`config.mk`:
```
export PLATFORM = sky130hd
export DESIGN_NAME = uart_apd_ctrl
export DESIGN_NICKNAME = d
export VERILOG_FILES = /design/src/rtl/uart_apd_pkg.sv /design/src/rtl/apd_sync.sv /design/src/rtl/apd_tx_gate.sv /design/src/rtl/apd_rx_gate.sv /design/src/rtl/uart_apd_ctrl.sv
export SDC_FILE = /design/constraint.sdc
export NUM_CORES = 1
export LEC_CHECK = 0
export BUFFER_PORTS_ARGS = -buffer_cell sky130_fd_sc_hd__buf_2
export CORE_AREA = 3 3 40 42
export DETAILED_ROUTE_END_ITERATION = 10
export DIE_AREA = 0 0 43 45
export PLACE_DENSITY_LB_ADDON = 0.1
export SYNTH_ARGS = -nofsm -noshare
export SYNTH_HDL_FRONTEND = slang
export SYNTH_SLANG_ARGS = --single-unit
```
`constraint.sdc`:
```
create_clock -name clk -period 3.6 [get_ports clk]
set_clock_uncertainty 0.2 [all_clocks]
set_input_delay 0.72 -clock clk [delete_from_list [all_inputs] [get_ports clk]]
set_output_delay 0.72 -clock clk [all_outputs]
set_load 0.05 [all_outputs]
```
`src/rtl/uart_apd_pkg.sv`:
```
package uart_apd_pkg;
  typedef enum logic {
    PD_AWAKE  = 1'b0,
    PD_ASLEEP = 1'b1
  } pd_state_e;
endpackage

```
`src/rtl/apd_sync.sv`:
```
module apd_sync #(
  parameter int   STAGES  = 2,
  parameter logic RST_VAL = 1'b1
) (
  input  logic clk,
  input  logic rst_n,
  input  logic d_async,
  output logic q_sync
);
  logic [STAGES-1:0] chain;

  genvar i;
  generate
    for (i = 0; i < STAGES; i++) begin : g_stage
      if (i == 0) begin : g_first
        always_ff @(posedge clk or negedge rst_n)
          if (!rst_n) chain[0] <= RST_VAL;
          else        chain[0] <= d_async;
      end else begin : g_next
        always_ff @(posedge clk or negedge rst_n)
          if (!rst_n) chain[i] <= RST_VAL;
          else        chain[i] <= chain[i-1];
      end
    end
  endgenerate

  assign q_sync = chain[STAGES-1];
endmodule

```
`src/rtl/apd_tx_gate.sv`:
```
module apd_tx_gate
  import uart_apd_pkg::*;
(
  input  logic clk,
  input  logic rst_n,
  input  logic apd_en,
  input  logic thr_empty,
  input  logic tsr_empty,
  input  logic thr_wr,
  output logic tx_pd
);
  pd_state_e state_q, state_d;

  always_comb begin
    state_d = PD_AWAKE;
    if (apd_en && !thr_wr && thr_empty && tsr_empty) state_d = PD_ASLEEP;
  end

  always_ff @(posedge clk or negedge rst_n)
    if (!rst_n) state_q <= PD_AWAKE;
    else        state_q <= state_d;

  assign tx_pd = (state_q == PD_ASLEEP);


  a_r3_tx_sleeps: assert property (@(posedge clk) disable iff (!rst_n)
    (apd_en && thr_empty && tsr_empty && !thr_wr) |=> tx_pd);

  a_r4_tx_busy_awake: assert property (@(posedge clk) disable iff (!rst_n)
    !(thr_empty && tsr_empty) |=> !tx_pd);

  a_r5_write_wakes: assert property (@(posedge clk) disable iff (!rst_n)
    thr_wr |=> !tx_pd);
endmodule

```
`src/rtl/apd_rx_gate.sv`:
```
module apd_rx_gate
  import uart_apd_pkg::*;
#(
  parameter int SYNC_STAGES = 2,
  parameter int WAKE_HOLD   = 16
) (
  input  logic clk,
  input  logic rst_n,
  input  logic apd_en,
  input  logic rx_fifo_empty,
  input  logic rx_wait_start,
  input  logic rxd,
  output logic rx_pd
);
  localparam int CNT_W = $clog2(WAKE_HOLD + 1);
  localparam logic [CNT_W-1:0] HOLD_LOAD = CNT_W'(WAKE_HOLD);

  logic rxd_s, rxd_prev, rxd_edge;
  logic [CNT_W-1:0] hold_cnt;
  pd_state_e state_q, state_d;

  apd_sync #(.STAGES(SYNC_STAGES), .RST_VAL(1'b1)) u_rxd_sync (
    .clk     (clk),
    .rst_n   (rst_n),
    .d_async (rxd),
    .q_sync  (rxd_s)
  );

  always_ff @(posedge clk or negedge rst_n)
    if (!rst_n) rxd_prev <= 1'b1;
    else        rxd_prev <= rxd_s;

  assign rxd_edge = rxd_s ^ rxd_prev;

  always_ff @(posedge clk or negedge rst_n)
    if (!rst_n)               hold_cnt <= '0;
    else if (!apd_en)         hold_cnt <= '0;
    else if (rxd_edge)        hold_cnt <= HOLD_LOAD;
    else if (hold_cnt != '0)  hold_cnt <= hold_cnt - 1'b1;

  always_comb begin
    state_d = PD_AWAKE;
    if (apd_en && !rxd_edge && (hold_cnt == '0) && rx_fifo_empty && rx_wait_start)
      state_d = PD_ASLEEP;
  end

  always_ff @(posedge clk or negedge rst_n)
    if (!rst_n) state_q <= PD_AWAKE;
    else        state_q <= state_d;

  assign rx_pd = (state_q == PD_ASLEEP);


  a_r7_rx_busy_awake: assert property (@(posedge clk) disable iff (!rst_n)
    !(rx_fifo_empty && rx_wait_start) |=> !rx_pd);

  a_r8_edge_wakes: assert property (@(posedge clk) disable iff (!rst_n)
    rxd_edge |=> !rx_pd);

  a_r10_hold_awake: assert property (@(posedge clk) disable iff (!rst_n)
    (hold_cnt != '0) |=> !rx_pd);
endmodule

```
`src/rtl/uart_apd_ctrl.sv`:
```
module uart_apd_ctrl #(
  parameter int SYNC_STAGES = 2,
  parameter int WAKE_HOLD   = 16
) (
  input  logic clk,
  input  logic rst_n,
  input  logic apd_en,
  input  logic thr_empty,
  input  logic tsr_empty,
  input  logic thr_wr,
  input  logic rx_fifo_empty,
  input  logic rx_wait_start,
  input  logic rxd,
  input  logic ri_irq_in,
  output logic tx_pd,
  output logic rx_pd,
  output logic ri_irq_out
);
  apd_tx_gate u_tx (
    .clk       (clk),
    .rst_n     (rst_n),
    .apd_en    (apd_en),
    .thr_empty (thr_empty),
    .tsr_empty (tsr_empty),
    .thr_wr    (thr_wr),
    .tx_pd     (tx_pd)
  );

  apd_rx_gate #(.SYNC_STAGES(SYNC_STAGES), .WAKE_HOLD(WAKE_HOLD)) u_rx (
    .clk           (clk),
    .rst_n         (rst_n),
    .apd_en        (apd_en),
    .rx_fifo_empty (rx_fifo_empty),
    .rx_wait_start (rx_wait_start),
    .rxd           (rxd),
    .rx_pd         (rx_pd)
  );

  // modem-status ring interrupt bypasses all gating
  assign ri_irq_out = ri_irq_in;


  a_r2_disable_wakes: assert property (@(posedge clk) disable iff (!rst_n)
    !apd_en |=> (!tx_pd && !rx_pd));
endmodule

```
# ---- Yosys cells after proc, flatten, opt, wreduce, memory -nomap -nowiden
# Cells that the tools add are included.
# W data, S select, Z words.
dict set report classes {
  addsub 1
  n_eq_ne 1
  n_mux 5
  bitwise_logic 1
  n_reduce_logical 11
}
# operator count
set op_table {}
lappend op_table {{$mux W5} 3}
lappend op_table {{$logic_and A1 B1 Y1} 7}
lappend op_table {{$logic_not A5 Y1} 1}
lappend op_table {{$reduce_bool A5 Y1} 1}
lappend op_table {{$sub A5 B1 Y5 const B} 1}
lappend op_table {{$ne A3 B1 Y1 const B} 1}
lappend op_table {{$logic_not A1 Y1} 2}
lappend op_table {{$mux W1} 2}
lappend op_table {{$xor A1 B1 Y1} 1}
dict set report word_totals {
  ff_bits 10
  input_bits 10
  out_inout_bits 3
  elab_cells 25
}

# ---- Logic depth before layout (Yosys ltp)
dict set report logic_depth {
  depth_word 7
  ltp_mapped 6
  depth_no_buf 5
}

# ---- Hierarchy
# From an unflattened synthesis, not the netlist that was laid out.
dict set report hier_totals {
  hier_cells 36
  area_unflattened_um2 419.2
}
# mod n_inst cells_each area_each_um2 seq_area_each_um2
set modules_own_cells {}
lappend modules_own_cells {apd_rx_gate 1 31 324.1 176.4}
lappend modules_own_cells {apd_sync 1 2 52.6 52.6}
lappend modules_own_cells {apd_tx_gate 1 2 35.0 25.0}
lappend modules_own_cells {uart_apd_ctrl 1 1 7.5 0.0}

# ---- Least setup slack after synthesis
# Ideal clock, no wire load.
dict set report synth_path {
  path_type {input-to-output}
  start {input port ri_irq_in}
  end {output port ri_irq_out}
  arrival_time_ns 0.890
  t_required_ns 2.680
  slack_ns 1.790
  cell_stages 1
  path_buffers 1
  path_cell_list {buf_4}
}
# element line_no
set synth_lines {}
lappend synth_lines {{from (decl)} uart_apd_ctrl.sv:14} ;# input logic ri_irq_in,
lappend synth_lines {{to (decl)} uart_apd_ctrl.sv:17} ;# output logic ri_irq_out
# No word-level cell between the ends.

# ---- Final worst setup path
dict set report layout_path {
  start {register u_rx.hold_cnt[0]}
  end {register u_rx.hold_cnt[2]}
}
dict set report layout_via {
  elab_chain_len 4
  elab_cells_between_ends 6
  cone_classes {add/sub (1); eq/ne (1); mux (3); reduce/logical (1)}
}
# element line_no
set layout_lines {}
lappend layout_lines {{from (decl)} apd_rx_gate.sv:19} ;# logic [CNT_W-1:0] hold_cnt;
lappend layout_lines {{from (signal assigned)} apd_rx_gate.sv:39} ;# else if (hold_cnt != '0) hold_cnt <= hold_cnt - 1'b1;
lappend layout_lines {{$sub A5 B1 Y5} apd_rx_gate.sv:39}
lappend layout_lines {{$mux W5} apd_rx_gate.sv:39}
lappend layout_lines {{$mux W5} apd_rx_gate.sv:38} ;# else if (rxd_edge) hold_cnt <= HOLD_LOAD;
lappend layout_lines {{$mux W5} apd_rx_gate.sv:37} ;# else if (!apd_en) hold_cnt <= '0;
# Parallel ways exist; a longest one is shown, timed or not. The select of a mux whose other input is x is not followed.
# A chain may end at the register's enable or synchronous reset.

==> metrics.md <==
| Metric | Value |
|---|---|
| CTS buffer count | 3 |
| Commonest cells after routing, fill and taps aside | 10 x sky130_fd_sc_hd__buf_2, 7 x sky130_fd_sc_hd__dfrtp_1, 3 x sky130_fd_sc_hd__nand2b_1, 3 x sky130_fd_sc_hd__clkbuf_4, 3 x sky130_fd_sc_hd__dfstp_2 |
| Slew headroom | 83.25% |
| Arrival time worst endpoint | 1.75 ns |
| Global-route total usage across every layer | 9.536% |
| Total Negative Setup Slacks | 0 ns |
| Avg Cell Area, Syn | 11.82 um^2 |
| Transition time at the pin with the least slew margin | 0.2529 ns |
| Design Power | 0.0003031 W |
| VDD IR max | 0.2024 mV |
| Static Leakage | 0.2492 nW |
| Logic gate share of total power | 22.7% |
| Startpoint-to-endpoint class of the critical path | reg2reg |
| Placeable core region | 0.001285 mm^2 |
| DR pass1 iterations | 3 |
| Cell count after placement | 59 |
| Area growth from synthesis to layout | 21.76% |
| Post-layout util | 40.31% |
| Sequential cell area | 254.0 um^2 |
| Maximum fanout along the worst path | 5 |
| Final Wtd Congestion | 0.6040 |
| Share of the clock period used by the worst path after layout | 49.97% |
| Leading cell type in the layout, fill and taps excluded | sky130_fd_sc_hd__buf_2 |
| Routed vias | 294 |
| Synth Register Bits | 10 |
| Share of cells above drive strength 1 | 37.50% |
| Root buffer cell | sky130_fd_sc_hd__clkbuf_4 |
| Count of input and output buffers | 10 |
| Number of violations of the max-capacitance limit | 0 |
| Total internal power | 0.0002193 W |
| Number of global-route vias before repair | 293 |
| Maximum number of buffers from clock root to sink | 2 |
| Syn Nets | 47 |
| Clock slew at the register clock pins of the worst setup and hold paths | 0.07 ns |
| Global-route wire length before repair | 1255 um |
| CTS H-Tree Depth | 1 |
| Share of flip-flops with an asynchronous set or reset | 100.0% |
| DRC violation count after routing | 0 |
| Count of antenna diodes in the layout | 0 |
| Number of synthesized flops with an enable pin | 0 |
| Rows | 13 |
| Per-cell routed wire length | 11.33 um |
| CTS tree | done |
| Post-Route WL | 714 um |
| Synth Area in XOR/XNOR | 4.118% |
| Post-synth design cell area | 425.4 um^2 |
| Pin count of the biggest net entering global routing | 11 |
| Hold buffer count at cts | 0 |
| Number of warnings printed during yosys synthesis | 0 |
| Final number of setup-violating endpoints | 0 |
| Basic-gate share of the synthesized area counting and, or, nand and nor cells | 20.29% |
| TritonCTS sink count | 10 |
| Via-to-Cell Ratio | 4.667 |
| Count of nets after finishing | 60 |
| Multiplexer share of the synthesized area | 0% |
| Post-CTS Setup Repair Bufs | 0 |
| Type of the worst min-delay path | in2async |
| Final Max Slew Viols | 0 |
| Combined area of the multi-input logic cells | 151.4 um^2 |
| Resized Gates After CTS | 0 |
| Pwr dens | 585.1 mW/mm^2 |
| Die outline width | 43 um |
| Required arrival time at the worst endpoint | 3.55 ns |
| Worst skew pair latency | 0.27 ns |
| Type of element launching the critical path | flop |
| Syn Inst Count | 36 |
| Critical path endpoint category | flop |
| Final hold violation count | 0 |
| Fraction of the yosys area taken by sequential cells | 59.71% |
| Result of the run | complete, no violations |
| Maximum clock rate | 0.5559 GHz |
| Number of top-level pins | 13 |
| Compound-cell area share of the yosys netlist | 8.235% |
| Distinct cell type count after synthesis | 19 |
| Switching Share | 27.66% |
| Die Y | 45 um |
| Share of synthesized cell area in full adder, half adder and majority cells | 2.941% |
| Overall die area | 0.001935 mm^2 |
| Remaining global-route overflow | 0 |
| Net switching component of the power | 0.00008382 W |
| Portion of total power attributed to the clock network | 33.1% |
| Final std cells w/o fill | 63 |
| Half-perimeter wire length after placement | 576.2 um |
| Reg-to-reg critical path startpoint | u_rx.hold_cnt[0]$_DFFE_PN0P_ |
| Main synth FF type | sky130_fd_sc_hd__dfrtp_1 |
| Source of the critical timing path | u_rx.hold_cnt[0]$_DFFE_PN0P_ |
| Iteration-0 DRC Markers | 4 |
| Final-layout fill cell count | 141 |
| Final critical delay including setup and external delays | 1.799 ns |
| Unrepaired setup endpoints after global routing | false |
| Number of nets still failing antenna checks after routing | 0 |
| Initial antenna violation count | 0 |
| Dominant combinational cell family by area after synthesis | simple AND/OR/NAND/NOR gates |
| Sequential share of power | 44.1% |
| Initial Util | 33.11% |
[metal layers]
metal,share of wire (%),vias to the layer above,global-route usage [%]
met5,0,-,0
met4,0,0,7.229
met3,5.6,0,4.781
met2,52,6,13.77
met1,42,146,10.78
li1,-,142,-
[cell type report]
class / count / area share (%)
Tap cell: 15 / 3.623
Inverter: 2 / 1.449
Multi-Input combinational cell: 22 / 29.23
Timing Repair Buffer: 10 / 9.662
Sequential cell: 10 / 49.03
Clock buffer: 4 / 7.005
[power by group through the flow]
stage	combinational, W	sequential (W)	clock [W]
detailed placement	0.0000700	0.000136	0
global route	0.0000791	0.000135	0.000109
CTS	0.0000703	0.000134	0.000104
global placement	0.0000664	0.000135	0
finish	0.0000689	0.000134	0.000100
floorplan	0.0000584	0.000136	0
[logic make-up (layout without fill, tap and decap cells)]
kind of cell	count (synthesis)	in the layout
compound gates	5	5
xor+xnor	2	2
fa+ha+maj	1	1
buf+inv	4	16
flops	10	10
simple gates	14	14
[worst max-delay path, cell delays in order, from the launching register on]
cell and delay, ns:
sky130_fd_sc_hd__dfrtp_1 0.41, sky130_fd_sc_hd__inv_1 0.07, sky130_fd_sc_hd__ha_1 0.19, sky130_fd_sc_hd__or4b_1 0.56, sky130_fd_sc_hd__or2b_1 0.20, sky130_fd_sc_hd__a21oi_1 0.05
[flip-flops by register name, summed over array words and instances, names as in the netlist]
signal / flops
u_tx.tx_pd: 1
u_rx.rx_pd: 1
u_rx.u_rxd_sync.q_sync: 1
u_rx.u_rxd_sync.chain: 1
u_rx.hold_cnt: 5
u_rx.rxd_prev: 1
[cells in the mapped netlist, types with 2 or more instances]
cell	instances	area (um^2)
sky130_fd_sc_hd__a21oi_1	2	10.01
sky130_fd_sc_hd__nand2b_1	3	18.77
sky130_fd_sc_hd__inv_1	2	7.510
sky130_fd_sc_hd__nand2_1	2	7.510
sky130_fd_sc_hd__nor2_1	2	7.510
sky130_fd_sc_hd__nor3_1	2	10.01
sky130_fd_sc_hd__xnor2_1	2	17.52
sky130_fd_sc_hd__or2b_1	2	15.01
sky130_fd_sc_hd__dfstp_2	3	78.83
sky130_fd_sc_hd__dfrtp_1	7	175.2
[worst paths after layout]
check / endpoint / slack (ns) / depth (start not counted)
worst max-delay path: u_rx.hold_cnt[2]$_DFFE_PN0P_ / 1.80 / 5
worst min-delay path: u_tx.tx_pd$_DFF_PN0_ / 0.1 / 1
worst max register to register: u_rx.hold_cnt[2]$_DFFE_PN0P_ / 1.80 / 5
worst min register to register: u_rx.u_rxd_sync.q_sync$_DFF_PN1_ / 0.16 / 0
max in group asynchronous: u_rx.u_rxd_sync.chain[0]$_DFF_PN1_ / 2.84 / 1
min in group clk: u_rx.u_rxd_sync.q_sync$_DFF_PN1_ / 0.16 / 0
[metrics by stage]
| step | hold slack, ns | cell area (um^2) | worst slack [ns] |
|---|---|---|---|
| 2_1_floorplan | 0.1452 | 425.4 | 1.790 |
| 5_1_grt | 0.09897 | 518.0 | 1.699 |
| 4_1_cts | 0.09469 | 518.0 | 1.791 |
| 3_3_place_gp | 0.1479 | 481.7 | 1.860 |
| 3_5_place_dp | 0.1482 | 481.7 | 1.802 |
| 6_report | 0.09524 | 518.0 | 1.801 |
(Power assumes the default switching activity.)
